File: config.mk
export PLATFORM = sky130hd
export DESIGN_NAME = cfg_serial_rx
export DESIGN_NICKNAME = d
export VERILOG_FILES = /design/src/rtl/cfg_rx_pkg.sv /design/src/rtl/cfg_edge_sync.sv /design/src/rtl/cfg_shift_rx.sv /design/src/rtl/cfg_startup.sv /design/src/rtl/cfg_serial_rx.sv
export SDC_FILE = /design/constraint.sdc
export NUM_CORES = 1
export LEC_CHECK = 0
export BUFFER_PORTS_ARGS = -buffer_cell sky130_fd_sc_hd__buf_2
export CAP_MARGIN = 20
export CELL_PAD_IN_SITES_DETAIL_PLACEMENT = 1
export CELL_PAD_IN_SITES_GLOBAL_PLACEMENT = 2
export CORE_MARGIN = 10
export CORE_UTILIZATION = 32
export CTS_CLUSTER_DIAMETER = 120
export DETAILED_ROUTE_END_ITERATION = 10
export PLACE_DENSITY = 0.79
export SLEW_MARGIN = 20
export SYNTH_ARGS = -nofsm -noshare
export SYNTH_HDL_FRONTEND = slang
export SYNTH_HIERARCHICAL = 1
export SYNTH_SLANG_ARGS = --single-unit
File: constraint.sdc
create_clock -name clk_i -period 1.86 [get_ports clk_i]
set_input_delay 0.279 -clock clk_i [delete_from_list [all_inputs] [get_ports clk_i]]
set_output_delay 0.279 -clock clk_i [all_outputs]
set_load 0.1 [all_outputs]
File: src/rtl/cfg_rx_pkg.sv
package cfg_rx_pkg;
  typedef enum logic [2:0] {
    ST_WAIT,
    ST_RECV,
    ST_DLY,
    ST_INIT,
    ST_USER
  } cfg_state_e;
endpackage

File: src/rtl/cfg_edge_sync.sv
module cfg_edge_sync #(
  parameter int STAGES = 2
) (
  input  logic clk_i,
  input  logic rst_ni,
  input  logic sig_i,
  output logic rise_o
);
  logic [STAGES-1:0] sync_q;
  logic              prev_q;

  always_ff @(posedge clk_i or negedge rst_ni) begin
    if (!rst_ni) begin
      sync_q <= '0;
      prev_q <= 1'b0;
    end else begin
      sync_q <= {sync_q[STAGES-2:0], sig_i};
      prev_q <= sync_q[STAGES-1];
    end
  end

  assign rise_o = sync_q[STAGES-1] & ~prev_q;
endmodule

File: src/rtl/cfg_shift_rx.sv
module cfg_shift_rx #(
  parameter int BS_LEN    = 32,
  parameter int FRAME_W   = 8,
  parameter int IDONE_BIT = 2,
  parameter int UCLK_BIT  = 5,
  localparam int CNT_W    = $clog2(BS_LEN + 1)
) (
  input  logic             clk_i,
  input  logic             rst_ni,
  input  logic             clr_i,
  input  logic             en_i,
  input  logic             stb_i,
  input  logic             data_i,
  output logic [CNT_W-1:0] bit_cnt_o,
  output logic             full_o,
  output logic             opt_idone_o,
  output logic             opt_uclk_o
);
  logic take;

  assign full_o = (bit_cnt_o == CNT_W'(BS_LEN));
  assign take   = en_i & stb_i & ~full_o;

  always_ff @(posedge clk_i or negedge rst_ni) begin
    if (!rst_ni) begin
      bit_cnt_o   <= '0;
      opt_idone_o <= 1'b0;
      opt_uclk_o  <= 1'b0;
    end else if (clr_i) begin
      bit_cnt_o   <= '0;
      opt_idone_o <= 1'b0;
      opt_uclk_o  <= 1'b0;
    end else if (take) begin
      bit_cnt_o <= bit_cnt_o + 1'b1;
      if (bit_cnt_o == CNT_W'(IDONE_BIT)) opt_idone_o <= data_i;
      if (bit_cnt_o == CNT_W'(UCLK_BIT))  opt_uclk_o  <= data_i;
    end
  end

  initial begin
    if (IDONE_BIT >= FRAME_W || UCLK_BIT >= FRAME_W || FRAME_W > BS_LEN)
      $error("option bits must sit inside the first frame");
  end

  // count moves by one or clears
  a_r2_count_step: assert property (@(posedge clk_i) disable iff (!rst_ni)
    (bit_cnt_o != $past(bit_cnt_o)) |->
      (bit_cnt_o == $past(bit_cnt_o) + 1'b1 || bit_cnt_o == '0));

  // never beyond the bitstream length
  a_r3_no_overrun: assert property (@(posedge clk_i) disable iff (!rst_ni)
    $past(full_o) && !$past(clr_i) |-> $stable(bit_cnt_o));
endmodule

File: src/rtl/cfg_startup.sv
module cfg_startup #(
  parameter int INIT_CYC = 299,
  parameter int OSC_DIV  = 4,
  parameter int DLY_CYC  = 64,
  localparam int INIT_W  = $clog2(INIT_CYC + 1),
  localparam int DLY_W   = $clog2(DLY_CYC + 1),
  localparam int OSC_W   = $clog2(OSC_DIV)
) (
  input  logic clk_i,
  input  logic rst_ni,
  input  logic clr_i,
  input  logic dly_en_i,
  input  logic init_en_i,
  input  logic use_usr_i,
  input  logic usr_tick_i,
  output logic dly_done_o,
  output logic init_done_o
);
  logic [OSC_W-1:0]  osc_q;
  logic [DLY_W-1:0]  dly_q;
  logic [INIT_W-1:0] init_q;
  logic              osc_tick;
  logic              tick;

  // free-running internal oscillator model
  always_ff @(posedge clk_i or negedge rst_ni) begin
    if (!rst_ni) osc_q <= '0;
    else if (osc_q == OSC_W'(OSC_DIV - 1)) osc_q <= '0;
    else osc_q <= osc_q + 1'b1;
  end
  assign osc_tick = (osc_q == OSC_W'(OSC_DIV - 1));

  assign tick        = init_en_i & (use_usr_i ? usr_tick_i : osc_tick);
  assign dly_done_o  = dly_en_i & (dly_q == DLY_W'(DLY_CYC - 1));
  assign init_done_o = tick & (init_q == INIT_W'(INIT_CYC - 1));

  always_ff @(posedge clk_i or negedge rst_ni) begin
    if (!rst_ni) begin
      dly_q  <= '0;
      init_q <= '0;
    end else if (clr_i) begin
      dly_q  <= '0;
      init_q <= '0;
    end else begin
      if (dly_en_i && !dly_done_o) dly_q <= dly_q + 1'b1;
      if (tick && !init_done_o)    init_q <= init_q + 1'b1;
    end
  end

  // startup count stays below its limit
  a_r8_init_bounded: assert property (@(posedge clk_i) disable iff (!rst_ni)
    init_q < INIT_W'(INIT_CYC));

  // no ticks counted while the delay is running
  a_r7_no_tick_in_dly: assert property (@(posedge clk_i) disable iff (!rst_ni)
    dly_en_i && !clr_i |=> init_q == '0);
endmodule

File: src/rtl/cfg_serial_rx.sv
module cfg_serial_rx
  import cfg_rx_pkg::*;
#(
  parameter int BS_LEN    = 32,
  parameter int FRAME_W   = 8,
  parameter int IDONE_BIT = 2,
  parameter int UCLK_BIT  = 5,
  parameter int INIT_CYC  = 299,
  parameter int OSC_DIV   = 4,
  parameter int DLY_CYC   = 64,
  localparam int CNT_W    = $clog2(BS_LEN + 1)
) (
  input  logic             clk_i,
  input  logic             rst_ni,
  input  logic             cfg_req_ni,
  input  logic             cfg_clk_i,
  input  logic             data_i,
  input  logic             usr_clk_i,
  output logic             status_o,
  output logic             done_oe_o,
  output logic             done_o,
  output logic             initdone_oe_o,
  output logic             initdone_o,
  output logic             user_mode_o,
  output logic [CNT_W-1:0] bit_cnt_o
);
  cfg_state_e state_q, state_d;
  logic cfg_rise, usr_rise;
  logic full, opt_idone, opt_uclk;
  logic dly_done, init_done;
  logic abort;

  assign abort = ~cfg_req_ni;

  cfg_edge_sync #(.STAGES(2)) u_cfg_sync (
    .clk_i (clk_i), .rst_ni(rst_ni), .sig_i(cfg_clk_i), .rise_o(cfg_rise));

  cfg_edge_sync #(.STAGES(2)) u_usr_sync (
    .clk_i (clk_i), .rst_ni(rst_ni), .sig_i(usr_clk_i), .rise_o(usr_rise));

  cfg_shift_rx #(
    .BS_LEN(BS_LEN), .FRAME_W(FRAME_W), .IDONE_BIT(IDONE_BIT), .UCLK_BIT(UCLK_BIT)
  ) u_rx (
    .clk_i      (clk_i),
    .rst_ni     (rst_ni),
    .clr_i      (abort),
    .en_i       (state_q == ST_RECV),
    .stb_i      (cfg_rise),
    .data_i     (data_i),
    .bit_cnt_o  (bit_cnt_o),
    .full_o     (full),
    .opt_idone_o(opt_idone),
    .opt_uclk_o (opt_uclk)
  );

  cfg_startup #(
    .INIT_CYC(INIT_CYC), .OSC_DIV(OSC_DIV), .DLY_CYC(DLY_CYC)
  ) u_start (
    .clk_i      (clk_i),
    .rst_ni     (rst_ni),
    .clr_i      (abort),
    .dly_en_i   (state_q == ST_DLY),
    .init_en_i  (state_q == ST_INIT),
    .use_usr_i  (opt_uclk),
    .usr_tick_i (usr_rise),
    .dly_done_o (dly_done),
    .init_done_o(init_done)
  );

  always_comb begin
    state_d = state_q;
    if (abort) state_d = ST_WAIT;
    else begin
      unique case (state_q)
        ST_WAIT: state_d = ST_RECV;
        ST_RECV: if (full) state_d = opt_uclk ? ST_DLY : ST_INIT;
        ST_DLY:  if (dly_done) state_d = ST_INIT;
        ST_INIT: if (init_done) state_d = ST_USER;
        ST_USER: state_d = ST_USER;
        default: state_d = ST_WAIT;
      endcase
    end
  end

  always_ff @(posedge clk_i or negedge rst_ni) begin
    if (!rst_ni) state_q <= ST_WAIT;
    else         state_q <= state_d;
  end

  assign status_o      = (state_q != ST_WAIT);
  assign done_oe_o     = (state_q == ST_WAIT) || (state_q == ST_RECV);
  assign done_o        = ~done_oe_o;
  assign initdone_oe_o = opt_idone && (state_q != ST_USER) && (state_q != ST_WAIT);
  assign initdone_o    = ~initdone_oe_o;
  assign user_mode_o   = (state_q == ST_USER);

  // done only with a complete bitstream
  a_r3_done_needs_len: assert property (@(posedge clk_i) disable iff (!rst_ni)
    done_o |-> bit_cnt_o == CNT_W'(BS_LEN));

  // abort clears counter and done
  a_r9_abort_clears: assert property (@(posedge clk_i) disable iff (!rst_ni)
    !cfg_req_ni |=> (bit_cnt_o == '0) && !done_o && !status_o);

  // user mode implies init-done released
  a_r8_user_released: assert property (@(posedge clk_i) disable iff (!rst_ni)
    user_mode_o |-> initdone_o && done_o);

  // user mode only entered from the startup count
  a_r8_user_entry: assert property (@(posedge clk_i) disable iff (!rst_ni)
    $rose(user_mode_o) |-> $past(state_q) == ST_INIT);
endmodule

## Word-level counts from Yosys, hierarchy flattened

Cells that the tools add are included.

- Reduce and logical (&&, ||, !) cells: 12
- $mul: 0
- Bitwise gates (word level): 12
- Shift-type cells: 0
- Equality and inequality tests: 19
- $add $sub $neg: 4
- Div/mod/pow operators: 0
- Magnitude comparators: 0
- Mux-type cells: 20

Operator list:

| operator | number |
|---|---|
| 9-bit two-way mux | 2 |
| 3-bit one-hot mux with 5 select lines | 1 |
| 7-bit two-way mux | 2 |
| 3-bit two-way mux | 4 |
| 6-bit two-way mux | 2 |
| 3-bit != test (second input constant) | 4 |
| 2-bit by 1-bit != test with 1-bit output (second input constant) | 5 |
| 9-bit by 1-bit adder with 9-bit output (second input constant) | 1 |
| 9-bit == test (second input constant) | 1 |
| 1-bit two-way mux | 8 |
| 7-bit by 1-bit adder with 7-bit output (second input constant) | 1 |
| 1-bit bitwise AND | 7 |
| 7-bit by 6-bit == test with 1-bit output (second input constant) | 1 |
| 6-bit by 1-bit adder with 6-bit output (second input constant) | 1 |
| 3-bit by 2-bit == test with 1-bit output (second input constant) | 2 |
| 6-bit by 2-bit == test with 1-bit output (second input constant) | 1 |
| 6-bit by 3-bit == test with 1-bit output (second input constant) | 1 |
| 6-bit == test (second input constant) | 1 |
| 1-bit inverter | 5 |
| 1-bit logical AND | 4 |
| 2-bit AND reduction | 2 |
| 3-bit by 1-bit == test with 1-bit output (second input constant) | 1 |
| 3-bit == test (second input constant) | 1 |
| 3-bit zero test | 1 |
| other kinds (7) | 8 |

- Memories: 0
- Bits in latches: 0
- Flip-flop bits (word level): 35
- Output and inout port bits: 12
- Bits of input ports: 6
- Bits in read-only memories: 0
- RAM bits: 0
- Logic and storage cells: 78

## Logic depth before layout (Yosys ltp)

- Depth after elaboration: 9
- Mapped depth: 8
- Gate-level depth less buffers: 8

## Modules after synthesis

Netlist, hierarchy kept.

Modules (own cells, without submodules):

| module | cells an instance | area an instance (µm²) | instances |
|---|---|---|---|
| cfg_startup | 93 | 1,001.0 | 1 |
| cfg_shift_rx | 57 | 541.8 | 1 |
| cfg_serial_rx | 22 | 205.2 | 1 |
| cfg_edge_sync | 4 | 88.8 | 2 |

## Least setup slack after synthesis

Ideal clock, no wire load.

- Kind: register -> output
- From: register state_q[0]
- To: output port initdone_oe_o
- Path buffers: 0
- Path slack: -2.302 ns
- Cell stages (with the launch flop): 3
- Data arrival time: 3.883 ns
- Path through: dfrtp_1 -> o21ai_0 -> inv_1

- Word-level cells in the longest chain between the ends: 3

Ends and longest elaborated chain:

| what | RTL line | RTL |
|---|---|---|
| from (decl) | cfg_serial_rx.sv:27 | `cfg_state_e state_q, state_d;` |
| from (signal assigned) | cfg_serial_rx.sv:87 | `else state_q <= state_d;` |
| 3-bit != test | cfg_serial_rx.sv:93 | `assign initdone_oe_o = opt_idone && (state_q != ST_USER) && (state_q != ST_WAIT);` |
| 1-bit logical AND | cfg_serial_rx.sv:93 |  |
| 1-bit logical AND * | cfg_serial_rx.sv:93 |  |
| to (decl) | cfg_serial_rx.sv:22 | `output logic initdone_oe_o,` |

Mark *: on every way between the ends. The rest lies on a longest branch, timed or not.

## Final worst setup path

- From: register state_q[0]
- To: output port status_o

- Word-level cells in the longest chain between the ends: 1

Ends and longest elaborated chain:

| what | RTL line | RTL |
|---|---|---|
| 3-bit nonzero test | cfg_serial_rx.sv:90 | `assign status_o = (state_q != ST_WAIT);` |
| to (decl) | cfg_serial_rx.sv:19 | `output logic status_o,` |

No other way between the ends.

==> results.md <==
Power and ir drop:
- The internal portion of the total power is 1.10 mW.
- The overall power is 1.45 mW.
- Net switching is 24.6% of the power.
- The combinational share of power is 7.1%.
- VDD sags by at most 0.417 mV.
- The part of the total power dissipated in the clock network is 39.3%.
- The sequential power share is 53.6%.
- The leakage power is 1.03 nW.
- The power per cell area is 618 mW/mm^2.
- The power spent charging and discharging nets is 357 uW.

Logic synthesis:
- When the netlist entered floorplanning its net count stood at 194.
- In the synthesized netlist, the number of instances is 180.
- The synthesized design spends more area on one cell type than any other, namely sky130_fd_sc_hd__dfrtp_1.
- The average instance in the mapped netlist occupies 10.7 sq um.
- The count of different cell masters after synthesis is 55.
- Sorting the synthesized cells by area gives the leading types as sky130_fd_sc_hd__dfrtp_1, sky130_fd_sc_hd__ha_1, sky130_fd_sc_hd__nor2_1.
- By count the netlist is led by sky130_fd_sc_hd__dfrtp_1, sky130_fd_sc_hd__nor2_1, sky130_fd_sc_hd__nand2_1, sky130_fd_sc_hd__inv_1.
- The cell area after synthesis is 0.00193 sq mm.
- The share of the Yosys chip area taken by registers is 45.5%.
- In the synthesized netlist the dominant register cell turns out to be sky130_fd_sc_hd__dfrtp_1.
- The count of synthesis-stage warnings from yosys is 6.
- The synthesized design contains 0 enable-type register cells.
- The fraction of post-synthesis cell area in the top cell type by area is 45.5%.
- In the synthesized netlist the async set-or-reset flop fraction comes to 100%.
- In the post-synthesis netlist, the cell with the most instances is sky130_fd_sc_hd__dfrtp_1.
- The count of state elements after synthesis is 35.

STA:
- The fmax is 0.548 GHz.
- Setup repair after global routing could not meet its margin everywhere.
- The transition time at the pin with the least slew margin is 0.484 ns.
- The number of max-slew violations in the final report is 0.
- The final clock period utilization by the worst path is 98.1%.
- The worst path meets setup with 0.0351 ns of slack.
- The final-layout worst hold slack is 0.0934 ns.
- The headroom to the max-slew limit is 67.4%.
- The setup-violating endpoint count in the final report is 0.
- The routed design could run at a clock period as short as 1.82 ns.
- The total negative setup slack is 0 ns.
- The final clock skew is 0.00932 ns.
- The count of final hold-check violations is 0.

Worst setup path:
- The minimum setup slack among reg-to-reg paths is 0.07 ns.
- The data arrival at the endpoint of the critical path is 1.55 ns.
- The element type at the critical path start is a register.
- The count of buffering cells on the critical path with inverters included is 2.
- The startpoint-to-endpoint class of the critical path is register to primary output.
- On the critical path, the stage with the largest delay is an instance of sky130_fd_sc_hd__or3_2.
- The largest single stage delay on the critical path is 0.46 ns.
- The data required time of the worst path is 1.58 ns.
- The signal on the critical path passes through buf_4 -> or3_2 -> buf_6.
- The worst setup path is captured at a primary output.
- Broken down by cell family, the worst path's largest delay share belongs to simple AND/OR/NAND/NOR gates.
- The largest fanout on the critical path is 6.

Job:
- Max-cap violations in this run came to 0.

Hold path:
- The class of the most critical hold timing path is input port to register.

Place:
- At the placement stage, the worst setup path has a slack of 0.0657 ns.
- The final HPWL from detailed placement is 3310 um.
- Including well taps, the total number of placed cells is 278.
- The number of buffer cells added on primary ports is 17.
- At the end of routability-driven placement, the weighted congestion stood at 0.708.
- In this run the cell area measured after placement is 0.00223 sq mm.

Clocking:
- TritonCTS built the clock tree.
- Clock latency on the worst-skew pair, taken at its later pin, is 0.29 ns.
- The clock root buffer master is sky130_fd_sc_hd__clkbuf_8.
- The number of buffers on the longest clock path is 2.
- The CTS clock-pin slew for the worst setup and hold paths is 0.07 ns.
- The TritonCTS buffer count is 5.
- The H-tree was split into 2 levels.
- The tree built by TritonCTS fans out to 35 sinks.

Final layout:
- The number of antenna diodes in the final layout is 0.
- The count of non-filler cells in the finished layout is 286.
- The final standard cell utilization of the core is 39.9%.
- The final net count is 225.
- Relative to the synthesized area, the layout overhead comes to 22.1%.
- Of the cells placed in the final design, the portion with a size suffix greater than 1 is 35.1%.
- The finished layout cell area is 0.00235 sq mm.

Floorplanning:
- Once the floorplan was initialized, standard cells occupied 32.7% of the core.
- The overall die width is 97.6 um.
- The height of the die is 97.6 um.
- The core area is 0.00589 sq mm.
- Pin placement for this block handled 18 I/O pins.
- The die area is 0.00952 sq mm.
- After floorplanning, the core was divided into 28 placement rows.

Global route:
- The global-route usage over all layers is 9.66%.
- The largest net degree at the start of global routing is 19.
- The initial antenna violation count came to 0.
- The number of global-route vias before repair was 1571.
- After global routing the overflow that remains totals 0.
- The first global-routing pass estimated 7670 um of wire.

Routing:
- The post-detailed-routing wire length is 4450 um.
- In this run the remaining antenna-violating nets after routing total 0.
- The detailed router finished its first iteration with 35 violations.
- The post-detailed-route wirelength per cell is 15.6 um.
- The first-pass detailed-route iteration total is 4.
- After detailed routing, the number of remaining DRC violations is 0.
- The routed via count divided by cell count is 5.08.
- The total vias in the final route is 1452.

Outcome:
- The run finished with clean final reports.
## cell type report
type / count / area [sq um]
clock buffers: 6 / 82.6
clock inverters: 1 / 5.00
fillers: 659 / 3530
inverters: 9 / 37.5
multi-input cells: 131 / 1040
flip-flops and latches: 35 / 891
well taps: 75 / 93.8
repair buffers: 29 / 201
## cell usage in the layout, fill, tap and decap left out, types with 3 or more instances in the layout
cell / count
sky130_fd_sc_hd__dfrtp_2: 6
sky130_fd_sc_hd__clkbuf_8: 6
sky130_fd_sc_hd__dfrtp_1: 27
sky130_fd_sc_hd__ha_1: 8
sky130_fd_sc_hd__xnor2_1: 5
sky130_fd_sc_hd__inv_1: 7
sky130_fd_sc_hd__mux2i_1: 3
sky130_fd_sc_hd__buf_2: 14
sky130_fd_sc_hd__a21oi_1: 5
sky130_fd_sc_hd__nand3_1: 5
sky130_fd_sc_hd__nor2_1: 21
sky130_fd_sc_hd__nand2b_1: 3
sky130_fd_sc_hd__mux2_4: 4
sky130_fd_sc_hd__nor4_1: 3
sky130_fd_sc_hd__nand3_2: 3
sky130_fd_sc_hd__nor2b_1: 4
sky130_fd_sc_hd__buf_4: 10
sky130_fd_sc_hd__nor3_1: 5
sky130_fd_sc_hd__nand2_1: 12
## path summary, 6_finish.rpt
kind	startpoint	to	cells after the start
worst max register to register	u_rx/bit_cnt_o[0]$_DFFE_PN0P_	state_q[0]$_DFFE_PN0P_	6
worst min-delay path	usr_clk_i	u_usr_sync/sync_q[0]$_DFF_PN0_	1
max in group asynchronous	rst_ni	u_start/init_q[1]$_DFFE_PN0P_	3
worst max-delay path	state_q[0]$_DFFE_PN0P_	status_o	3
min in group asynchronous	rst_ni	u_start/dly_q[2]$_DFFE_PN0P_	2
worst min register to register	u_usr_sync/sync_q[0]$_DFF_PN0_	u_usr_sync/sync_q[1]$_DFF_PN0_	0
## state kept, by name (all words and copies together) (netlist names)
signal and count:
u_cfg_sync/prev_q 1, u_cfg_sync/sync_q 2, state_q 3, u_start/init_q 9, u_usr_sync/prev_q 1, u_rx/bit_cnt_o 6
u_start/osc_q 2, u_start/dly_q 7, u_usr_sync/sync_q 2, u_rx/opt_idone_o 1, u_rx/opt_uclk_o 1
## metal layers
| layer | wire length (um) | vias to the layer above | track usage, % |
|---|---|---|---|
| li1 | - | 703 | - |
| met3 | 204 | 9 | 2.84 |
| met1 | 2010 | 716 | 11.5 |
| met5 | 0 | - | 0 |
| met2 | 2120 | 24 | 15.3 |
| met4 | 109 | 0 | 5.03 |
## power by group through the flow
stage	Sequential [mW]	Combinational, mW	Clock [mW]
2_1_floorplan	0.806	0.0451	0
3_3_place_gp	0.794	0.100	0
5_1_grt	0.781	0.113	0.631
3_5_place_dp	0.794	0.102	0
4_1_cts	0.779	0.104	0.595
6_report	0.779	0.102	0.571
## what timing repair did
action                                  CTS  global route
endpoints found under the setup margin    1             5
hold endpoints to repair                 17             0
hold buffers                              1             0
buffers inserted                          0             0
gates resized for setup                   1             6
## cells by family after synthesis
family	Yosys count	share of synthesized area, %
flops	35	45.5
mux	9	5.39
fa+ha+maj	8	5.20
xor+xnor	7	3.18
compound gates	21	9.36
buf+inv	14	3.70
simple gates	86	27.7
Power figures use the tool's default switching activity.
